**config.mk**
```make
export PLATFORM = sky130hd
export DESIGN_NAME = seg_xlate_unit
export DESIGN_NICKNAME = d
export VERILOG_FILES = /design/src/rtl/seg_pkg.sv /design/src/rtl/seg_fetch.sv /design/src/rtl/seg_cache.sv /design/src/rtl/seg_check.sv /design/src/rtl/seg_xlate_unit.sv
export SDC_FILE = /design/constraint.sdc
export NUM_CORES = 1
export LEC_CHECK = 0
export BUFFER_PORTS_ARGS = -buffer_cell sky130_fd_sc_hd__buf_4
export CAP_MARGIN = 20
export CORE_MARGIN = 3
export CORE_UTILIZATION = 60
export CTS_BUF_LIST = sky130_fd_sc_hd__clkbuf_4
export DETAILED_ROUTE_END_ITERATION = 12
export PLACE_DENSITY_LB_ADDON = 0.1
export SLEW_MARGIN = 30
export SYNTH_ARGS = -nofsm -noshare
export SYNTH_HDL_FRONTEND = slang
export SYNTH_HIERARCHICAL = 1
export SYNTH_SLANG_ARGS = --single-unit
```
**constraint.sdc**
```tcl
create_clock -name clk -period 5 [get_ports clk]
set_clock_uncertainty 0.05 [all_clocks]
set_input_delay 0.5 -clock clk [delete_from_list [all_inputs] [get_ports clk]]
set_output_delay 0.5 -clock clk [all_outputs]
set_load 0.005 [all_outputs]
```
**src/rtl/seg_pkg.sv**
```systemverilog
package seg_pkg;
  localparam int ADDR_W = 32;
  localparam int LIM_W  = 20;
  localparam int SEL_W  = 16;
  localparam int DESC_W = 64;
  localparam int IDX_LSB = 3;
  localparam int TI_BIT  = 2;
  localparam int D_BASE_LSB = 0;
  localparam int D_LIM_LSB  = 32;
  localparam int D_KIND_LSB = 52;
  localparam int D_PRES_BIT = 63;

  typedef enum logic [1:0] {K_RW = 2'd0, K_RO = 2'd1, K_XO = 2'd2, K_XR = 2'd3} seg_kind_t;
  typedef enum logic [1:0] {A_RD = 2'd0, A_WR = 2'd1, A_FX = 2'd2} acc_kind_t;
  typedef enum logic [1:0] {F_NONE = 2'd0, F_LIMIT = 2'd1, F_PROT = 2'd2, F_INVAL = 2'd3} fault_t;

  typedef struct packed {
    logic [ADDR_W-1:0] base;
    logic [LIM_W-1:0]  limit;
    seg_kind_t         kind;
    logic [1:0]        rpl;
  } slot_t;

  function automatic logic [ADDR_W-1:0] desc_addr(input logic [SEL_W-1:0] sel,
      input logic [ADDR_W-1:0] gbase, input logic [ADDR_W-1:0] lbase);
    logic [ADDR_W-1:0] tbl;
    logic [ADDR_W-1:0] idx;
    tbl = sel[TI_BIT] ? lbase : gbase;
    idx = ADDR_W'(sel[SEL_W-1:IDX_LSB]);
    return tbl + (idx << 3);
  endfunction

  function automatic slot_t decode_desc(input logic [DESC_W-1:0] d, input logic [1:0] rpl);
    slot_t s;
    s.base  = d[D_BASE_LSB +: ADDR_W];
    s.limit = d[D_LIM_LSB +: LIM_W];
    s.kind  = seg_kind_t'(d[D_KIND_LSB +: 2]);
    s.rpl   = rpl;
    return s;
  endfunction

  function automatic logic rights_ok(input seg_kind_t k, input logic [1:0] a);
    case (a)
      A_RD:    return k != K_XO;
      A_WR:    return k == K_RW;
      A_FX:    return (k == K_XO) || (k == K_XR);
      default: return 1'b0;
    endcase
  endfunction

  function automatic fault_t classify(input logic vld, input slot_t s,
      input logic [ADDR_W-1:0] off, input logic [1:0] a);
    if (!vld)                           return F_INVAL;
    if (!rights_ok(s.kind, a))          return F_PROT;
    if (off > ADDR_W'(s.limit))         return F_LIMIT;
    return F_NONE;
  endfunction
endpackage

```
**src/rtl/seg_fetch.sv**
```systemverilog
module seg_fetch
  import seg_pkg::*;
#(
  parameter int SEG_W = 2
) (
  input  logic              clk,
  input  logic              rst_n,
  input  logic [ADDR_W-1:0] glb_tbl_base,
  input  logic [ADDR_W-1:0] loc_tbl_base,
  input  logic              ld_valid,
  input  logic [SEG_W-1:0]  ld_seg,
  input  logic [SEL_W-1:0]  ld_sel,
  output logic              ld_ready,
  output logic              ld_done,
  output logic              ld_np,
  output logic              rd_valid,
  output logic [ADDR_W-1:0] rd_addr,
  input  logic              rd_ready,
  input  logic              rsp_valid,
  input  logic [DESC_W-1:0] rsp_data,
  output logic              busy,
  output logic [SEG_W-1:0]  pend_seg,
  output logic              fill_en,
  output logic              fill_present,
  output slot_t             fill_slot
);
  typedef enum logic [1:0] {ST_IDLE, ST_REQ, ST_WAIT} st_t;
  st_t        st;
  logic [1:0] pend_rpl;

  assign busy         = st != ST_IDLE;
  assign ld_ready     = !busy;
  assign rd_valid     = st == ST_REQ;
  assign fill_en      = (st == ST_WAIT) && rsp_valid;
  assign fill_present = rsp_data[D_PRES_BIT];
  assign fill_slot    = decode_desc(rsp_data, pend_rpl);

  always_ff @(posedge clk or negedge rst_n) begin
    if (!rst_n) begin
      st       <= ST_IDLE;
      rd_addr  <= '0;
      pend_seg <= '0;
      pend_rpl <= '0;
      ld_done  <= 1'b0;
      ld_np    <= 1'b0;
    end else begin
      ld_done <= fill_en;
      ld_np   <= fill_en && !fill_present;
      case (st)
        ST_IDLE: if (ld_valid) begin
          st       <= ST_REQ;
          rd_addr  <= desc_addr(ld_sel, glb_tbl_base, loc_tbl_base);
          pend_seg <= ld_seg;
          pend_rpl <= ld_sel[1:0];
        end
        ST_REQ:  if (rd_ready)  st <= ST_WAIT;
        ST_WAIT: if (rsp_valid) st <= ST_IDLE;
        default: st <= ST_IDLE;
      endcase
    end
  end

  AST_REQ_STABLE: assert property (@(posedge clk) disable iff (!rst_n)
    rd_valid && !rd_ready |=> rd_valid && $stable(rd_addr));
  AST_DONE_AFTER_RSP: assert property (@(posedge clk) disable iff (!rst_n)
    ld_done |-> $past(rsp_valid));
endmodule

```
**src/rtl/seg_cache.sv**
```systemverilog
module seg_cache
  import seg_pkg::*;
#(
  parameter int NSEG  = 4,
  parameter int SEG_W = 2
) (
  input  logic                      clk,
  input  logic                      rst_n,
  input  logic                      clr_en,
  input  logic [SEG_W-1:0]          clr_seg,
  input  logic                      fill_en,
  input  logic [SEG_W-1:0]          fill_seg,
  input  logic                      fill_present,
  input  slot_t                     fill_slot,
  output logic [NSEG-1:0]           slot_vld,
  output slot_t [NSEG-1:0]          slots
);
  for (genvar g = 0; g < NSEG; g++) begin : g_slot
    always_ff @(posedge clk or negedge rst_n) begin
      if (!rst_n) begin
        slot_vld[g] <= 1'b0;
        slots[g]    <= '0;
      end else if (clr_en && clr_seg == SEG_W'(g)) begin
        slot_vld[g] <= 1'b0;
      end else if (fill_en && fill_seg == SEG_W'(g)) begin
        slot_vld[g] <= fill_present;
        if (fill_present) slots[g] <= fill_slot;
      end
    end
  end
endmodule

```
**src/rtl/seg_check.sv**
```systemverilog
module seg_check
  import seg_pkg::*;
#(
  parameter int NSEG  = 4,
  parameter int SEG_W = 2
) (
  input  logic              clk,
  input  logic              rst_n,
  input  logic [NSEG-1:0]   slot_vld,
  input  slot_t [NSEG-1:0]  slots,
  input  logic              busy,
  input  logic [SEG_W-1:0]  pend_seg,
  input  logic              acc_valid,
  input  logic [SEG_W-1:0]  acc_seg,
  input  logic [ADDR_W-1:0] acc_off,
  input  logic [1:0]        acc_kind,
  output logic              acc_stall,
  output logic              res_valid,
  output logic [ADDR_W-1:0] res_addr,
  output logic [1:0]        res_fault,
  output logic [1:0]        res_rpl
);
  slot_t  cur;
  fault_t flt;
  logic   take;

  assign cur       = slots[acc_seg];
  assign acc_stall = acc_valid && busy && (pend_seg == acc_seg);
  assign take      = acc_valid && !acc_stall;
  assign flt       = classify(slot_vld[acc_seg], cur, acc_off, acc_kind);

  always_ff @(posedge clk or negedge rst_n) begin
    if (!rst_n) begin
      res_valid <= 1'b0;
      res_addr  <= '0;
      res_fault <= '0;
      res_rpl   <= '0;
    end else begin
      res_valid <= take;
      if (take) begin
        res_fault <= flt;
        res_rpl   <= cur.rpl;
        res_addr  <= (flt == F_NONE) ? cur.base + acc_off : '0;
      end
    end
  end

  AST_STALL_ONLY_BUSY: assert property (@(posedge clk) disable iff (!rst_n)
    acc_stall |-> busy);
  AST_FAULT_NO_ADDR: assert property (@(posedge clk) disable iff (!rst_n)
    res_valid && res_fault != 2'd0 |-> res_addr == '0);
  AST_RES_ONE_CYCLE: assert property (@(posedge clk) disable iff (!rst_n)
    res_valid |-> $past(acc_valid && !acc_stall));
endmodule

```
**src/rtl/seg_xlate_unit.sv**
```systemverilog
module seg_xlate_unit
  import seg_pkg::*;
#(
  parameter int NSEG  = 4,
  localparam int SEG_W = (NSEG > 1) ? $clog2(NSEG) : 1
) (
  input  logic              clk,
  input  logic              rst_n,
  input  logic [31:0]       glb_tbl_base,
  input  logic [31:0]       loc_tbl_base,
  input  logic              ld_valid,
  input  logic [SEG_W-1:0]  ld_seg,
  input  logic [15:0]       ld_sel,
  output logic              ld_ready,
  output logic              ld_done,
  output logic              ld_np,
  output logic              rd_valid,
  output logic [31:0]       rd_addr,
  input  logic              rd_ready,
  input  logic              rsp_valid,
  input  logic [63:0]       rsp_data,
  input  logic              acc_valid,
  input  logic [SEG_W-1:0]  acc_seg,
  input  logic [31:0]       acc_off,
  input  logic [1:0]        acc_kind,
  output logic              acc_stall,
  output logic              res_valid,
  output logic [31:0]       res_addr,
  output logic [1:0]        res_fault,
  output logic [1:0]        res_rpl
);
  logic             busy, fill_en, fill_present, load_take;
  logic [SEG_W-1:0] pend_seg;
  slot_t            fill_slot;
  logic [NSEG-1:0]  slot_vld;
  slot_t [NSEG-1:0] slots;

  assign load_take = ld_valid && ld_ready;

  seg_fetch #(.SEG_W(SEG_W)) fetch_i (
    .clk, .rst_n, .glb_tbl_base, .loc_tbl_base, .ld_valid, .ld_seg, .ld_sel,
    .ld_ready, .ld_done, .ld_np, .rd_valid, .rd_addr, .rd_ready, .rsp_valid,
    .rsp_data, .busy, .pend_seg, .fill_en, .fill_present, .fill_slot);

  seg_cache #(.NSEG(NSEG), .SEG_W(SEG_W)) cache_i (
    .clk, .rst_n, .clr_en(load_take), .clr_seg(ld_seg), .fill_en,
    .fill_seg(pend_seg), .fill_present, .fill_slot, .slot_vld, .slots);

  seg_check #(.NSEG(NSEG), .SEG_W(SEG_W)) check_i (
    .clk, .rst_n, .slot_vld, .slots, .busy, .pend_seg, .acc_valid, .acc_seg,
    .acc_off, .acc_kind, .acc_stall, .res_valid, .res_addr, .res_fault, .res_rpl);

  AST_NP_INVALID: assert property (@(posedge clk) disable iff (!rst_n)
    ld_done && ld_np |-> !slot_vld[pend_seg]);
  AST_LOAD_DURING_READ: assert property (@(posedge clk) disable iff (!rst_n)
    rd_valid |-> !ld_ready);
endmodule

```
==> impl_summary.log <==
INFO  metric post_synth_mux_area_share = 0.264
INFO  metric start_util = 0.614
INFO  metric routed_wl = 39,500 microns
INFO  metric vias_per_cell = 5.75
INFO  metric final_max_slew_viol_count = 0
INFO  metric die-width = 173 microns
INFO  metric buffer_ports.inserted = 252
INFO  metric worst_skew_pair.late_latency = 0.68 ns
INFO  metric worstHoldPathCells = 2
INFO  metric grt_usage = 0.267
INFO  metric timing.final.crit_period = 3.58 ns
INFO  metric drt-wirelength-per-cell = 19.1 microns
INFO  metric crit_path_end_kind = register
INFO  metric hold_class = input port to register
INFO  metric synth_top_family_by_area = multiplexers
INFO  metric synthDistinctLibCells = 71
INFO  metric areaGrowthSynthToFinish = 20.4%
INFO  metric finalNonFillerCells = 2,065
INFO  metric layout_commonest_cell = sky130_fd_sc_hd__dfrtp_1
INFO  metric relSlewSlack = 0.362
INFO  metric crit_fanout = 24
INFO  metric status = finished clean
INFO  metric vdd_drop_max = 241 uV
INFO  metric final_area = 0.0201 sq mm
INFO  metric finalCritPeriodShare = 0.715
INFO  metric detail-route-antenna-nets = 0
INFO  metric timing_worst_slew_pin_value = 0.955 ns
INFO  metric first_pass_iters = 5
INFO  metric avgSynthCellArea = 12.5 sq um
INFO  metric netlist.area_leader.share = 0.457
INFO  metric antenna_found_initial = 4
INFO  metric grt_setup_unrepaired = no
INFO  metric power_leakage = 9.82 nW
INFO  metric drcViolationCount = 0
INFO  metric coreArea = 0.0272 sq mm
INFO  metric first_global_vias = 12,665
INFO  metric gp_congestion = 0.934
INFO  metric reg2reg_start = cache_i/slots[136]
INFO  metric grt_start_max_net_pins = 118
INFO  metric cts.root.buffer_cell = sky130_fd_sc_hd__clkbuf_4
INFO  metric synth.yosys.seq_area_share = 0.457
INFO  metric post-synth-top-area-cell = sky130_fd_sc_hd__dfrtp_1
INFO  metric synthFlopType = sky130_fd_sc_hd__dfrtp_1
INFO  metric hold_viol_final = 0
INFO  metric setup.worst_path.start_class = input port
INFO  metric clk_transition_reported_paths = 0.06 ns
INFO  metric maximum_number_of_buffers_from_clock_root_to_sink = 3
INFO  metric setup_total_negative_slack = 0 ns
INFO  metric post_synth_instance_area = 0.0167 sq mm
INFO  metric synth-adder-area-share = 0.0504
INFO  metric drv.max_cap_violation_count = 0
INFO  metric maxClockFrequency = 0.280 GHz
INFO  metric cts_sinks = 305
INFO  metric setup-violations-final = 0
INFO  metric ios = 262
INFO  metric ctsHtreeMaxLevel = 3
INFO  metric grt_pass1_wl = 64,900 microns
INFO  metric cts_tree = done
INFO  metric finalNetCount = 1,884
INFO  metric hp-start = rsp_data[42]
INFO  metric synth_nets = 1,589
INFO  metric dpl-instance-area = 0.0185 sq mm
INFO  metric dp.final_hpwl = 27,600 microns
INFO  metric synth.ff_latch_count = 305
INFO  metric worstPathArrival = 4.08 ns
INFO  metric mostFrequentLayoutCells = sky130_fd_sc_hd__dfrtp_1 (305), sky130_fd_sc_hd__buf_4 (265), sky130_fd_sc_hd__mux2_2 (212)
INFO  metric rr_endpoint = check_i/res_addr[28]
INFO  metric timing.setup.critical_path_class = input port to register
INFO  metric report.power.total = 9.47 mW
INFO  metric post_synth_main_area_contributors = sky130_fd_sc_hd__dfrtp_1 (46%), sky130_fd_sc_hd__mux2_2 (14%), sky130_fd_sc_hd__mux4_2 (7.7%)
INFO  metric ff2ff_path_depth = 11
INFO  metric dpl.cell_count = 1,861
INFO  metric synth_area_in_simple_gates = 0.0637
INFO  metric post_synth_xor_area_fraction = 0.0262
INFO  metric dieArea = 0.0299 sq mm
INFO  metric number_of_buffers_inserted_during_clock_tree_synthesis = 81
INFO  metric synth_warnings = 6
INFO  metric vias = 11,865
INFO  metric timing.hold.worst_endpoint = cache_i/slots[14]
INFO  metric power_density = 471 mW/mm^2
INFO  metric drive_above_1_share = 0.423
INFO  metric num_rows = 60
INFO  metric dp_slack = 0.751 ns
INFO  metric synth_area_in_compound_gates = 0.0866
INFO  metric worst_slack = 1.42 ns
INFO  metric reg2reg_slack = 1.43 ns
INFO  metric grt_overflow_total = 0
INFO  metric number_of_synthesized_flops_with_an_enable_pin = 0
INFO  metric die_height = 173 microns
INFO  metric postSynth.asyncResetShare = 1.00
INFO  metric detail_route.iter0.violations = 611
INFO  metric cp.required = 5.51 ns
INFO  metric syn_inst = 1,335
[stage by stage]
step                 util  hold WS [ns]
finish              0.740        0.0521
floorplan               -         0.154
global route        0.740      -0.00332
global placement    0.681         0.412
detailed placement  0.681         0.421
CTS                 0.738       0.00312
[layout make-up]
cell class                      count  area (sq um)
Clock buffer                      116           871
Fill cell                        1955          7080
Multi-Input combinational cell    880          8230
Tap cell                          372           465
Sequential cell                   305          7630
Timing Repair Buffer              327          2660
Inverter                           35           131
Clock inverter                     26           101
Antenna cell                        4          10.0
[synthesized netlist by cell type (all sizes together), types with 3 or more instances]
library cell / n
a21oi: 63
nor4: 5
o211a: 3
nor2b: 4
a22o: 9
nand2b: 3
nor2: 27
o21ai: 75
nand3: 20
xor2: 26
a21o: 17
and2: 7
inv: 35
buf: 95
ha: 64
o21bai: 3
mux2i: 14
dfrtp: 305
o31ai: 9
xnor2: 24
clkbuf: 20
nand2: 93
a211oi: 9
nand4: 16
a32oi: 3
and4: 3
and3: 5
o21a: 5
nand3b: 4
mux2: 252
mux4: 57
or3: 4
nor3: 6
a31oi: 9
o211ai: 5
nand4b: 5
a21boi: 5
[sequential cells by signal (all words and copies together) (netlist names), 2 cells and up]
name and count:
fetch_i/rd_addr 32, fetch_i/pend_seg 2, cache_i/slot_vld 4, check_i/res_rpl 2, check_i/res_addr 32, fetch_i/st 2, cache_i/slots 224, check_i/res_fault 2
fetch_i/pend_rpl 2
[worst max-delay path by stage]
| stage | from | endpoint | slack, ns | cells past startpoint |
|---|---|---|---|---|
| 5_1_grt | acc_seg[0] | check_i/res_addr[28] | 1.25 | 12 |
| 4_1_cts | cache_i/slots[136] | check_i/res_addr[28] | 1.47 | 11 |
| 3_5_place_dp | acc_seg[0] | check_i/res_addr[28] | 0.75 | 12 |
| 6_report | acc_seg[0] | check_i/res_addr[28] | 1.42 | 12 |
| 2_1_floorplan | acc_seg[0] | check_i/res_addr[28] | 1.08 | 14 |
| 3_3_place_gp | acc_seg[0] | check_i/res_addr[28] | 0.80 | 12 |
[critical path: stages]
cell                       delay, ns
sky130_fd_sc_hd__buf_4          0.42
sky130_fd_sc_hd__mux4_2         0.60
sky130_fd_sc_hd__ha_1           0.24
sky130_fd_sc_hd__fa_1           0.42
sky130_fd_sc_hd__a21oi_1        0.25
sky130_fd_sc_hd__o31ai_1        0.15
sky130_fd_sc_hd__a31oi_1        0.48
sky130_fd_sc_hd__a211oi_2       0.23
sky130_fd_sc_hd__a211oi_1       0.41
sky130_fd_sc_hd__o21ai_1        0.12
sky130_fd_sc_hd__xnor2_1        0.14
sky130_fd_sc_hd__o21ai_0        0.08
[metal layers]
metal	track usage	vias up	wire length (microns)
met5	0	-	0
met4	0.0909	0	999
met3	0.0696	78	2540
met2	0.436	356	18900
met1	0.350	5919	17100
li1	-	5512	-
[where the power goes]
group	switching, mW	internal (mW)
clock network	1.01	1.07
registers	0.515	3.42
logic	1.51	1.95
total	3.04	6.43
[cells by family (layout without fill, tap and decap cells)]
family / count (synthesis) / after routing
mux: 323 / 323
flops: 305 / 305
compound gates: 230 / 230
simple gates: 211 / 211
buf+inv: 150 / 504
fa+ha+maj: 66 / 66
xor+xnor: 50 / 50
other cells: 0 / 4
[timing repair]
action                                  4_1_cts  5_1_grt
gates resized for setup                       0        0
hold buffers                                 56        1
buffers inserted                              0        0
endpoints found under the setup margin        0        0
endpoints found under the hold margin       251        1
Note: power is estimated with default switching activity, not from simulation.
